--- config.mk ---
export PLATFORM = sky130hd
export DESIGN_NAME = sm_muldiv_unit
export DESIGN_NICKNAME = d
export VERILOG_FILES = /design/src/rtl/sm_mdu_pkg.sv /design/src/rtl/sm_mdu_ctrl.sv /design/src/rtl/sm_mdu_dpath.sv /design/src/rtl/sm_muldiv_unit.sv
export SDC_FILE = /design/constraint.sdc
export NUM_CORES = 1
export LEC_CHECK = 0
export ABC_AREA = 1
export BUFFER_PORTS_ARGS = -buffer_cell sky130_fd_sc_hd__buf_2
export CORE_MARGIN = 5
export CORE_UTILIZATION = 60
export CTS_CLUSTER_DIAMETER = 30
export DETAILED_ROUTE_END_ITERATION = 10
export PLACE_DENSITY_LB_ADDON = 0.1
export SLEW_MARGIN = 40
export SYNTH_ARGS = -nofsm -noshare
export SYNTH_HDL_FRONTEND = slang
export SYNTH_SLANG_ARGS = --single-unit
--- constraint.sdc ---
create_clock -name clk -period 3.4 [get_ports clk]
set_clock_uncertainty 0.2 [all_clocks]
set_input_delay 0.34 -clock clk [delete_from_list [all_inputs] [get_ports clk]]
set_output_delay 0.34 -clock clk [all_outputs]
set_load 0.005 [all_outputs]
--- src/rtl/sm_mdu_pkg.sv ---
package sm_mdu_pkg;
  localparam int MAG_W = 35;
  localparam int ACM_W = MAG_W + 2;
  localparam int AC_W  = ACM_W + 1;
  localparam int MQ_W  = MAG_W + 1;

  typedef struct packed {
    logic [ACM_W-1:0] acm;
    logic [MAG_W-1:0] mqm;
  } pair_t;

  // conditional add then right shift of the pair
  function automatic pair_t mul_step(input pair_t p, input logic [MAG_W-1:0] mc);
    pair_t r;
    logic [ACM_W-1:0] sum;
    sum   = p.mqm[0] ? (p.acm + ACM_W'(mc)) : p.acm;
    r.acm = {1'b0, sum[ACM_W-1:1]};
    r.mqm = {sum[0], p.mqm[MAG_W-1:1]};
    return r;
  endfunction

  // left shift of the pair then restoring compare/subtract
  function automatic pair_t div_step(input pair_t p, input logic [MAG_W-1:0] dv);
    pair_t r;
    r.acm = {p.acm[ACM_W-2:0], p.mqm[MAG_W-1]};
    r.mqm = {p.mqm[MAG_W-2:0], 1'b0};
    if (r.acm >= ACM_W'(dv)) begin
      r.acm    = r.acm - ACM_W'(dv);
      r.mqm[0] = 1'b1;
    end
    return r;
  endfunction
endpackage

--- src/rtl/sm_mdu_ctrl.sv ---
module sm_mdu_ctrl #(
  parameter int CNT_W = 8
) (
  input  logic             clk,
  input  logic             rst_n,
  input  logic             start,
  input  logic             op_div,
  input  logic [CNT_W-1:0] step_cnt,
  input  logic             mul_zero,
  input  logic             div_reject,
  output logic             busy,
  output logic             done,
  output logic             div_check,
  output logic             run_div,
  output logic             ev_accept,
  output logic             ev_begin,
  output logic             ev_zero,
  output logic             ev_step,
  output logic             ev_last
);
  logic [CNT_W-1:0] rem_q;
  logic             cnt_zero;
  logic             shortcut;

  assign ev_accept = start && !busy;
  assign cnt_zero  = (step_cnt == '0);
  assign shortcut  = op_div ? div_reject : mul_zero;
  assign ev_begin  = ev_accept && !cnt_zero && !shortcut;
  assign ev_zero   = ev_accept && !cnt_zero && !op_div && mul_zero;
  assign ev_step   = busy;
  assign ev_last   = busy && (rem_q == CNT_W'(1));

  always_ff @(posedge clk) begin
    if (!rst_n) begin
      busy      <= 1'b0;
      done      <= 1'b0;
      div_check <= 1'b0;
      run_div   <= 1'b0;
      rem_q     <= '0;
    end else begin
      done      <= 1'b0;
      div_check <= 1'b0;
      if (ev_accept) begin
        if (cnt_zero || shortcut) begin
          done      <= 1'b1;
          div_check <= !cnt_zero && op_div && div_reject;
        end else begin
          busy    <= 1'b1;
          rem_q   <= step_cnt;
          run_div <= op_div;
        end
      end else if (busy) begin
        rem_q <= rem_q - CNT_W'(1);
        if (ev_last) begin
          busy <= 1'b0;
          done <= 1'b1;
        end
      end
    end
  end

  AST_BUSY_IGNORES_START: assert property (@(posedge clk) disable iff (!rst_n)
    (busy && start && rem_q != CNT_W'(1)) |=> (busy && rem_q == $past(rem_q) - CNT_W'(1)));
  AST_LAST_ENDS_RUN: assert property (@(posedge clk) disable iff (!rst_n)
    ev_last |=> (done && !busy && !div_check));
endmodule

--- src/rtl/sm_mdu_dpath.sv ---
module sm_mdu_dpath
  import sm_mdu_pkg::*;
(
  input  logic            clk,
  input  logic            rst_n,
  input  logic [MQ_W-1:0] operand,
  input  logic            op_div,
  input  logic            ac_load,
  input  logic [AC_W-1:0] ac_load_val,
  input  logic            mq_load,
  input  logic [MQ_W-1:0] mq_load_val,
  input  logic            busy,
  input  logic            run_div,
  input  logic            ev_accept,
  input  logic            ev_begin,
  input  logic            ev_zero,
  input  logic            ev_step,
  input  logic            ev_last,
  output logic [AC_W-1:0] ac_q,
  output logic [MQ_W-1:0] mq_q,
  output logic            mul_zero,
  output logic            div_reject
);
  logic [MAG_W-1:0] opm_q;
  logic             sgn_dvd_q;
  logic             sgn_res_q;
  logic [MAG_W-1:0] op_mag;
  logic             mul_sign;
  logic             div_sign;
  pair_t            cur_pair;
  pair_t            nxt_pair;
  logic             load_ok;

  assign op_mag     = operand[MAG_W-1:0];
  assign mul_sign   = mq_q[MQ_W-1] ^ operand[MQ_W-1];
  assign div_sign   = ac_q[AC_W-1] ^ operand[MQ_W-1];
  assign mul_zero   = (op_mag == '0) || (mq_q[MAG_W-1:0] == '0);
  assign div_reject = ac_q[ACM_W-1:0] >= ACM_W'(op_mag);
  assign load_ok    = !busy && !ev_accept;

  assign cur_pair.acm = ac_q[ACM_W-1:0];
  assign cur_pair.mqm = mq_q[MAG_W-1:0];
  assign nxt_pair     = run_div ? div_step(cur_pair, opm_q) : mul_step(cur_pair, opm_q);

  always_ff @(posedge clk) begin
    if (!rst_n) begin
      ac_q      <= '0;
      mq_q      <= '0;
      opm_q     <= '0;
      sgn_dvd_q <= 1'b0;
      sgn_res_q <= 1'b0;
    end else if (ev_begin) begin
      opm_q          <= op_mag;
      sgn_dvd_q      <= ac_q[AC_W-1];
      sgn_res_q      <= op_div ? div_sign : mul_sign;
      ac_q[AC_W-1]   <= 1'b0;
      mq_q[MQ_W-1]   <= 1'b0;
    end else if (ev_zero) begin
      ac_q <= {mul_sign, {ACM_W{1'b0}}};
      mq_q <= {mul_sign, {MAG_W{1'b0}}};
    end else if (ev_step) begin
      ac_q[ACM_W-1:0] <= nxt_pair.acm;
      mq_q[MAG_W-1:0] <= nxt_pair.mqm;
      if (ev_last) begin
        ac_q[AC_W-1] <= run_div ? sgn_dvd_q : sgn_res_q;
        mq_q[MQ_W-1] <= sgn_res_q;
      end
    end else if (load_ok) begin
      if (ac_load) ac_q <= ac_load_val;
      if (mq_load) mq_q <= mq_load_val;
    end
  end

  AST_MUL_SIGNS_MATCH: assert property (@(posedge clk) disable iff (!rst_n)
    (ev_last && !run_div) |=> (ac_q[AC_W-1] == mq_q[MQ_W-1]));
  AST_ZERO_RESULT: assert property (@(posedge clk) disable iff (!rst_n)
    ev_zero |=> (ac_q[ACM_W-1:0] == '0 && mq_q[MAG_W-1:0] == '0));
  AST_DIV_REM_BELOW_DIVISOR: assert property (@(posedge clk) disable iff (!rst_n)
    (busy && run_div) |-> (ac_q[ACM_W-1:0] < ACM_W'(opm_q)));
  AST_DIV_REM_SIGN: assert property (@(posedge clk) disable iff (!rst_n)
    (ev_last && run_div) |=> (ac_q[AC_W-1] == sgn_dvd_q));
endmodule

--- src/rtl/sm_muldiv_unit.sv ---
module sm_muldiv_unit
  import sm_mdu_pkg::*;
#(
  parameter int CNT_W = 8
) (
  input  logic             clk,
  input  logic             rst_n,
  input  logic             start,
  input  logic             op_div,
  input  logic [CNT_W-1:0] step_cnt,
  input  logic [35:0]      operand,
  input  logic             ac_load,
  input  logic [37:0]      ac_load_val,
  input  logic             mq_load,
  input  logic [35:0]      mq_load_val,
  output logic [37:0]      ac_out,
  output logic [35:0]      mq_out,
  output logic             busy,
  output logic             done,
  output logic             div_check
);
  logic mul_zero, div_reject, run_div;
  logic ev_accept, ev_begin, ev_zero, ev_step, ev_last;

  sm_mdu_ctrl #(.CNT_W(CNT_W)) u_ctrl (
    .clk(clk), .rst_n(rst_n), .start(start), .op_div(op_div),
    .step_cnt(step_cnt), .mul_zero(mul_zero), .div_reject(div_reject),
    .busy(busy), .done(done), .div_check(div_check), .run_div(run_div),
    .ev_accept(ev_accept), .ev_begin(ev_begin), .ev_zero(ev_zero),
    .ev_step(ev_step), .ev_last(ev_last)
  );

  sm_mdu_dpath u_dpath (
    .clk(clk), .rst_n(rst_n), .operand(operand), .op_div(op_div),
    .ac_load(ac_load), .ac_load_val(ac_load_val),
    .mq_load(mq_load), .mq_load_val(mq_load_val),
    .busy(busy), .run_div(run_div), .ev_accept(ev_accept),
    .ev_begin(ev_begin), .ev_zero(ev_zero), .ev_step(ev_step),
    .ev_last(ev_last), .ac_q(ac_out), .mq_q(mq_out),
    .mul_zero(mul_zero), .div_reject(div_reject)
  );

  AST_ZERO_COUNT_NOP: assert property (@(posedge clk) disable iff (!rst_n)
    (start && !busy && step_cnt == '0) |=> ($stable(ac_out) && $stable(mq_out) && done && !busy));
  AST_DIVCHK_HOLDS_REGS: assert property (@(posedge clk) disable iff (!rst_n)
    div_check |-> ($stable(ac_out) && $stable(mq_out) && done));
endmodule

* Word-level counts from Yosys, hierarchy flattened
Cells that the tools add are included.
Widths: inputs -> output; s select.
** Storage, ports and cells
- Register bits :: 123
- Input bits :: 124
** Operators by class
- Bitwise operators :: 5
- Order comparisons :: 2
- Add/subtract/negate cells :: 3
- Reductions and logical operators :: 31
- Equal/unequal tests :: 3
- Muxes and demuxes :: 28
** Operator list (number)
- $mux 38 :: 4
- $mux 36 :: 4
- $ge 37x35->1 :: 2
- $mux 37 :: 2
- $mux 72 :: 1
- $logic_not 35->1 :: 2
- $add 37x35->37 :: 1
- $sub 37x35->37 :: 1
- $mux 8 :: 3
- $reduce_and 3->1 :: 5
- $mux 1 :: 14
- $logic_and 1x1->1 :: 9
- $reduce_bool 3->1 :: 3
- $eq 8x1->1 const B :: 1
- $logic_not 8->1 :: 1
- $sub 8x1->8 const B :: 1
- $logic_not 1->1 :: 5
- $reduce_and 2->1 :: 2
- $ne 3x3->1 const B :: 1
- $not 1->1 :: 3
- $logic_or 1x1->1 :: 2
- $ne 2x2->1 const B :: 1
- $reduce_bool 2->1 :: 1
- $reduce_or 2->1 :: 1
- $xor 1x1->1 :: 2

* Longest topological paths before layout
Gate-level depths: netlist of run 1.
- Depth in word-level cells :: 7
- Gate-level depth with buffers :: 21
- Gate-level depth less buffers :: 20

* Hierarchy
Synthesis of run 1 repeated with hierarchy kept, for this count alone.
** Second synthesis, totals
- Cell total of the unflattened synthesis :: 2278
- Area, all modules :: 13257.7 µm²
** By module, submodules not included
- sm_mdu_dpath :: area an instance 12423.2 µm², times used 1, cells each 2133, seq. area each 2222.1 µm²
- sm_mdu_ctrl :: area an instance 834.6 µm², times used 1, cells each 145, seq. area each 240.2 µm²

* Worst setup path before layout of run 1
No wires, ideal clock.
- Kind :: register -> register
- Start :: register u_dpath.ac_q[0]
- End :: register u_dpath.ac_q[23]
- Cell stages (with the launch flop) :: 20
- Data required time :: 3.068 ns
- Period minus slack after synthesis :: 2.502 ns
- Library setup time :: 0.132 ns
- Slack :: 0.898 ns
- Path buffers :: 1
- Arrival :: 2.169 ns
- Path through :: dfxtp_1 -> ha_1 -> inv_1 -> fa_1 -> nor2_1 -> or2_2 -> buf_2 -> nand2_1 -> nand2_1 -> nand2_1 -> nand2_1 -> nand2_1 -> nand2_1 -> nand2_1 -> nand3_1 -> nand2_1 -> nand2_1 -> nand2_1 -> nand2_1 -> a21oi_1
** On the way
- Longest elaborated chain between the ends :: 6
** RTL lines
- start: declaration :: RTL line sm_mdu_dpath.sv:19 : output logic [AC_W-1:0] ac_q,
- start signal: assignment :: RTL line sm_mdu_dpath.sv:59 : ac_q <= {mul_sign, {ACM_W{1'b0}}};
- start signal: indexed assignment :: RTL line sm_mdu_dpath.sv:62 : ac_q[ACM_W-1:0] <= nxt_pair.acm;
- start signal: indexed assignment :: RTL line sm_mdu_dpath.sv:65 : ac_q[AC_W-1] <= run_div ? sgn_dvd_q : sgn_res_q;
- branches (longest 6 deep; another with $add 37x35->37)
Several ways; the timed one is not identified.
A chain may end at the register's enable or synchronous reset.

* Final worst setup path of run 1
- Start :: register u_dpath.ac_q[0]
- End :: register u_dpath.ac_q[33]
Same word-level chain as after synthesis.

==> results by group, run 1 <==
Status
  – Outcome: complete, no violations

Worst setup path
  – WP data required: 3.54 ns
  – CP max stage delay: 0.44 ns
  – WS Path Type: flip-flop to flip-flop
  – WP data arrival: 3.37 ns
  – Worst path cell trace: ha_1, inv_1, fa_1, nor2_1, nand3_1, nand3_1, nand2_1, nand2_1, nand2_1, nand3_1, nand3_1, nand2_1, nand2_1, nand2_1, nand2_1, a21oi_1
  – Most frequent CP cell: nand2_1
  – Critical-path cell with the highest stage delay: fa_1
  – Worst setup EP type: flip-flop
  – Worst setup SP type: flip-flop
  – Critical path peak fanout: 6

Logic synthesis
  – Sequential-to-total area share from yosys stat: 0.1757
  – Synth cell types: 44
  – Avg Inst Size Synth: 5.400 um^2
  – Synth Net Count: 2828
  – #FFs+latches synth: 123
  – YS warnings: 0
  – Top-area cell type share of the netlist area: 0.2328
  – Post-Syn Area: 14010 um^2
  – Synth area leader: nand2_1
  – Post-Synthesis Cells: 2595
  – Ranking of synthesized cells by area: nand2_1 23%, dfxtp_1 18%, nor2_1 10%

Floorplan
  – Core area: 23260 um^2
  – Die height: 162.8 um
  – Initial Util: 0.6024
  – Die X: 162.8 um
  – Row Count: 56
  – # IOs: 201
  – Die area: 26510 um^2

Placement
  – Routability cong.: 1.091
  – Post-Place Cells: 3059
  – PortBufs: 200
  – Setup WS pre-CTS: -0.04229 ns
  – Hpwl dp: 41930 um

Job
  – Maxcap violations: 0

Clocking
  – Max Root-Sink Buffers: 2
  – Root Driver: clkbuf_16
  – Clock slew at reported path FFs: 0.06 ns
  – CTS tree: done
  – Htree depth: 4
  – Total CTS buffers: 17
  – Worst-Skew Late Latency: 0.44 ns
  – Setup repair bufs after CTS: 0
  – Sink Count: 123

STA
  – Fin crit share: 0.9514
  – Final Slew Violations: 0
  – Worst Tran Pin Value: 0.8401 ns
  – Setup violation total in the final timing report: 0
  – WHS: 0.01391 ns
  – Slew margin rel.: 0.4391
  – Final hold vios: 0
  – Peak Freq: 309.1 MHz
  – Setup repair after global routing missed its margin: false
  – Crit path time final: 3.235 ns
  – Setup ws final: 0.1651 ns

Hold path
  – HP Class: input port to flip-flop

Drt
  – Final wirelength: 54440 um
  – First DRT Iteration DRCs: 2000
  – First-pass detailed-route iteration total: 6
  – DR vias: 17796
  – Drt wl/cell: 17.44 um
  – Post-route DRC: 0
  – DRT antenna net count: 0
  – Vias per cell: 5.702

Pwr
  – PwrDens: 516.2 nW/um^2
  – Peak supply drop: 0.0003313 V
  – Pleak: 0.009160 uW

Final layout
  – Layout cell share with drive strength beyond 1: 0.1092
  – Layout area overhead: 16.04%
  – Final core occ: 0.6990
  – Final Non-Filler Cells: 3121
  – ANT cells: 0
  – Nets: 3022

GRT
  – First-pass GRT wire length: 84900 um
  – Pin count of the biggest net entering global routing: 109
  – Vias in the first global route: 16575
  – GR Overflow Total: 0
  – Initial antenna violation count: 3
  – Total global-route track usage: 0.3986
state kept, by name, indices dropped and copies added, names as in the netlist:
name,cells
u_dpath.opm_q,35
u_dpath.sgn_res_q,1
u_ctrl.div_check,1
u_ctrl.rem_q,8
u_ctrl.busy,1
u_dpath.ac_q,38
u_ctrl.done,1
u_dpath.mq_q,36
u_dpath.sgn_dvd_q,1
u_ctrl.run_div,1
per-stage QoR:
stage,TNS [ns],cell area [um^2],power (uW)
after floorplan,0,14010,4896
after global placement,0,15290,6077
after detailed placement,-0.4794,15300,6158
after CTS,0,16230,8230
after global routing,0,16260,8939
final,0,16260,8392
cell usage in the layout (no fill, tap or decap), types with 11 or more instances in the layout:
cell             n
o21ai_0        100
nand4_1         28
buf_4           31
ha_1           107
nand3b_1        11
a21oi_1        179
dlygate4sd3_1   30
buf_2          200
nor3_1          14
inv_1          378
nand3_1        162
clkbuf_16       17
dfxtp_1        119
xor2_1          21
nand2_1        869
nor2_1         385
xnor2_1         13
o22ai_1         34
repair_timing:
item                                    in CTS  in global routing
hold buffers                                30                  0
endpoints found under the setup margin       0                 83
hold endpoints to repair                    30                  0
gates resized for setup                      0                  5
worst max-delay path: cells and delay by family, from the launching register on:
family / cells / cell delay, ns
flip-flops: 1 / 0.42
AO/OA/AOI/OAI: 1 / 0.19
buffers and inverters: 1 / 0.09
AND/OR/NAND/NOR: 12 / 1.53
adder cells (fa/ha/maj): 2 / 0.70
cell usage after synthesis:
master,instances
nor2b_1,1
a21o_1,3
clkinv_2,1
nand2_8,1
nor2_2,3
nand3_4,2
and3_1,2
buf_1,17
nand3_1,162
o21ai_0,100
nor2_1,386
nor3_1,15
inv_1,378
nand3_2,2
nand4_1,28
a21oi_2,1
buf_6,7
nor4_1,10
a211oi_1,2
or2_2,6
o21ai_1,8
o211ai_1,4
buf_2,17
nor3b_2,1
clkinv_1,1
o22ai_1,34
xnor2_1,13
nor2_4,3
nand2_1,869
buf_4,3
clkbuf_1,46
nand2_2,4
inv_2,4
nor3_4,1
and2_1,2
nand3b_1,11
a21oi_1,180
nor3_2,3
xor2_1,21
o21bai_1,9
fa_1,2
dfxtp_1,123
a31oi_1,2
ha_1,107
worst paths after layout:
kind / start / cells after the start / end / slack (ns)
setup / recovery: u_dpath.ac_q[0] / 16 / u_dpath.ac_q[33] / 0.17
hold / removal: operand[29] / 3 / u_dpath.opm_q[29] / 0.01
setup reg to reg: u_dpath.ac_q[0] / 16 / u_dpath.ac_q[33] / 0.17
hold reg to reg: u_dpath.sgn_dvd_q / 2 / u_dpath.sgn_dvd_q / 0.28
power by group:
group          switching [uW]  internal [uW]  leakage, uW
sequential                240           1630      0.00102
clock                     804           1250     0.000302
combinational            2980           1480      0.00784
layer usage:
| layer | vias to the layer above | share of wire | GRT usage |
|---|---|---|---|
| li1 | 8540 | - | - |
| met1 | 7947 | 0.39 | 0.5011 |
| met2 | 1092 | 0.44 | 0.6366 |
| met3 | 211 | 0.12 | 0.1195 |
| met4 | 6 | 0.048 | 0.1677 |
| met5 | - | 0.00075 | 0 |
layout make-up:
cell class / instances / area (um^2)
multi-input combinational: 1998 / 9708
clock inverter: 14 / 209.0
inverter: 384 / 1445
timing repair buffer: 265 / 1597
tap: 319 / 399.1
clock buffer: 18 / 429.2
sequential: 123 / 2472
fill: 2247 / 7003
cells by family (layout without fill, tap and decap cells):
family,Yosys count,count (layout),synth area share
buffers and inverters,474,681,0.1331
adder cells (fa/ha/maj),109,109,0.09840
AND/OR/NAND/NOR,1512,1512,0.4423
AO/OA/AOI/OAI,343,343,0.1292
flip-flops,123,123,0.1757
XOR/XNOR,34,34,0.02125
(Power assumes the default switching activity.)
==> inputs of run 2 (changes only) <==
--- a/config.mk
+++ b/config.mk
@@ -8,7 +8,7 @@
 export ABC_AREA = 1
 export BUFFER_PORTS_ARGS = -buffer_cell sky130_fd_sc_hd__buf_2
 export CORE_MARGIN = 5
-export CORE_UTILIZATION = 60
+export CORE_UTILIZATION = 35
 export CTS_CLUSTER_DIAMETER = 30
 export DETAILED_ROUTE_END_ITERATION = 10
 export PLACE_DENSITY_LB_ADDON = 0.1
==> run 2 against run 1 <==
Against the previous run: via count down 4.5%; combinational power is 2% higher; sequential power hardly changed; wire length up 13%; sequential share of layout area shrank 0.44 points; register-to-register slack is essentially flat; first-iteration DRC count down 46%; die area grew 66%; count of clock-buffer cells in the layout is 4 higher; hold slack gained 0.012 ns; clock power fell by 2%; critical path type unchanged.
==> results by group, run 2 (synthesis gave the netlist of run 1 again) <==
Status
  – Outcome: complete, no violations

Floorplan
  – # IOs: 201 (unchanged)
  – Die area: 44140 um^2 (+66%)
  – Die height: 210.1 um (+29%)
  – Core area: 39640 um^2 (+70%)
  – Die X: 210.1 um (+29%)
  – Row Count: 73 (+30%)
  – Initial Util: 0.3535 (-0.2489)

Worst setup path
  – Worst setup EP type: flip-flop
  – Critical path peak fanout: 7 (+1)
  – CP max stage delay: 0.42 ns (-0.02 ns)
  – Worst path cell trace: ha_1, nand2_1, nor2_1, buf_4, nand3_1, nand3_1, nand2_1, nand2_1, nand2_1, nand3_1, nand3_1, nand2_1, nand2_1, nand2_1, nand2_1, a21oi_1
  – CP delay by family, top: simple AND/OR/NAND/NOR gates
  – Crit path depth: 16 (unchanged)
  – Critical-path cell with the highest stage delay: ha_1
  – WS Path Type: flip-flop to flip-flop
  – Most frequent CP cell: nand2_1
  – Worst setup SP type: flip-flop
  – WP data arrival: 3.44 ns (+0.07 ns)
  – Worst Path Buf+Inv: 1 (unchanged)
  – FF-to-FF path depth: 16 (unchanged)
  – WP data required: 3.60 ns (+0.06 ns)

STA
  – Setup repair after global routing missed its margin: false
  – Setup violation total in the final timing report: 0 (unchanged)
  – Peak Freq: 308.1 MHz (-0.32%)
  – WHS: 0.02596 ns (+0.01204 ns)
  – Final Slew Violations: 0 (unchanged)
  – Final hold vios: 0 (unchanged)
  – Total negative slack: 0 ns (unchanged)
  – Slew margin rel.: 0.4674 (+0.02827)
  – Fin crit share: 0.9545 (+0.003045)
  – Worst Tran Pin Value: 0.7989 ns (-0.04117 ns)
  – Crit path time final: 3.245 ns (+0.01035 ns)

Clocking
  – Sink Count: 123 (unchanged)
  – Clock slew at reported path FFs: 0.07 ns (about the same)
  – Setup repair bufs after CTS: 0 (unchanged)
  – Max Root-Sink Buffers: 2 (unchanged)
  – Htree depth: 4 (unchanged)
  – Root Driver: clkbuf_16
  – Total CTS buffers: 17 (unchanged)
  – Worst-Skew Late Latency: 0.47 ns (+0.03 ns)
  – CTS tree: done

GRT
  – Total global-route track usage: 0.2744 (-0.1242)
  – First-pass GRT wire length: 95140 um (+12%)
  – GR Overflow Total: 0 (unchanged)
  – Initial antenna violation count: 2 (-1)
  – Vias in the first global route: 16789 (+1.3%)
  – Pin count of the biggest net entering global routing: 71 (-35%)

Pwr
  – Peak supply drop: 0.0003588 V (+8.3%)
  – PwrDens: 503.4 nW/um^2 (-2.5%)
  – PnR Total Power: 8430 uW (+0.45%)
  – Pleak: 0.009289 uW (+1.4%)

Job
  – Maxcap violations: 0 (unchanged)

Final layout
  – Fillers: 4468 (+99%)
  – Layout area overhead: 19.52%
  – Nets: 3053 (+1.0%)
  – Commonest non-fill, non-tap cell in the layout: nand2_1
  – Most frequent cells in the layout: 869 x nand2_1, 385 x nor2_1, 378 x inv_1, 200 x buf_2, 179 x a21oi_1
  – Layout cell share with drive strength beyond 1: 0.1141 (+0.004846)
  – ANT cells: 0 (unchanged)
  – Largest register FFs: 38 (unchanged)
  – Largest registers: u_dpath.ac_q x38, u_dpath.mq_q x36, u_dpath.opm_q x35
  – Largest reg by FF count: u_dpath.ac_q

Drt
  – DRT antenna net count: 0 (unchanged)
  – First-pass detailed-route iteration total: 5 (-1)
  – Post-route DRC: 0 (unchanged)
  – Drt wl/cell: 18.39 um (+5.4%)
  – Vias per cell: 5.062 (-11%)
  – DR vias: 16993 (-4.5%)
  – First DRT Iteration DRCs: 1079 (-46%)
  – Final wirelength: 61720 um (+13%)

Placement
  – Routability cong.: 0.9637 (-12%)
  – Hpwl dp: 48870 um (+17%)
  – PortBufs: 200 (unchanged)

Hold path
  – HP Class: input port to flip-flop
  – Hold path depth: 3 (unchanged)
## run 2: changes by cell type in the layout (fill, tap and decap cells not counted), sizes merged
cell / before / now
clkbuf: 18 / 22
dlygate4sd3: 30 / 40
inv: 389 / 382
buf: 235 / 256
clkinv: 2 / 8
bufinv: 4 / 3
clkinvlp: 3 / 0
## run 2: what timing repair did
action	CTS	global route
hold buffers	40	0
hold endpoints to repair	39	0
setup endpoints to repair	0	92
gates resized for setup	0	3
## run 2: routing by layer
layer	track usage	part of all wire
met3	0.06400	0.074
met1	0.3667	0.45
met4	0.07358	0.024
met2	0.4469	0.45
met5	0	0.00044
## run 2: worst reg2reg max path, cell delays in order, from the launching register on
cell,delay [ns]
dfxtp_1,0.39
ha_1,0.42
nand2_1,0.17
nor2_1,0.22
buf_4,0.19
nand3_1,0.18
nand3_1,0.24
nand2_1,0.14
nand2_1,0.16
nand2_1,0.10
nand3_1,0.08
nand3_1,0.25
nand2_1,0.14
nand2_1,0.06
nand2_1,0.06
nand2_1,0.08
a21oi_1,0.12
## run 2: power by group
| part | internal (uW) | leakage [uW] | total [uW] | switching (uW) |
|---|---|---|---|---|
| clock network | 1190 | 0.000295 | 2010 | 815 |
| logic | 1540 | 0.00798 | 4570 | 3030 |
| registers | 1630 | 0.00102 | 1850 | 220 |
## run 2: path summary, 6_finish.rpt
path,startpoint,to,slack (ns)
setup / recovery,u_dpath.ac_q[7],u_dpath.ac_q[32],0.15
setup reg to reg,u_dpath.ac_q[7],u_dpath.ac_q[32],0.15
hold reg to reg,u_dpath.sgn_dvd_q,u_dpath.sgn_dvd_q,0.28
hold / removal,operand[22],u_dpath.opm_q[22],0.03
## run 2: final cells by class
class | instances | area (um^2) | area share
multi-input combinational | 1998 | 9697 | 0.5790
sequential | 123 | 2472 | 0.1476
timing repair buffer | 296 | 1872 | 0.1118
inverter | 384 | 1446 | 0.08637
tap | 525 | 656.9 | 0.03922
clock buffer | 22 | 464.2 | 0.02772
clock inverter | 9 | 138.9 | 0.008293
## run 2: metrics by stage
step           utilization  worst slack [ns]  std cells  instance area [um^2]
3_5_place_dp        0.3969           0.07506       3286                 15730
5_1_grt             0.4225          0.003066       3357                 16750
3_3_place_gp        0.3968           0.02265       3286                 15730
4_1_cts             0.4222           0.02250       3357                 16740
2_1_floorplan            -            0.8984       2595                 14010
6_report            0.4225            0.1548       3357                 16750
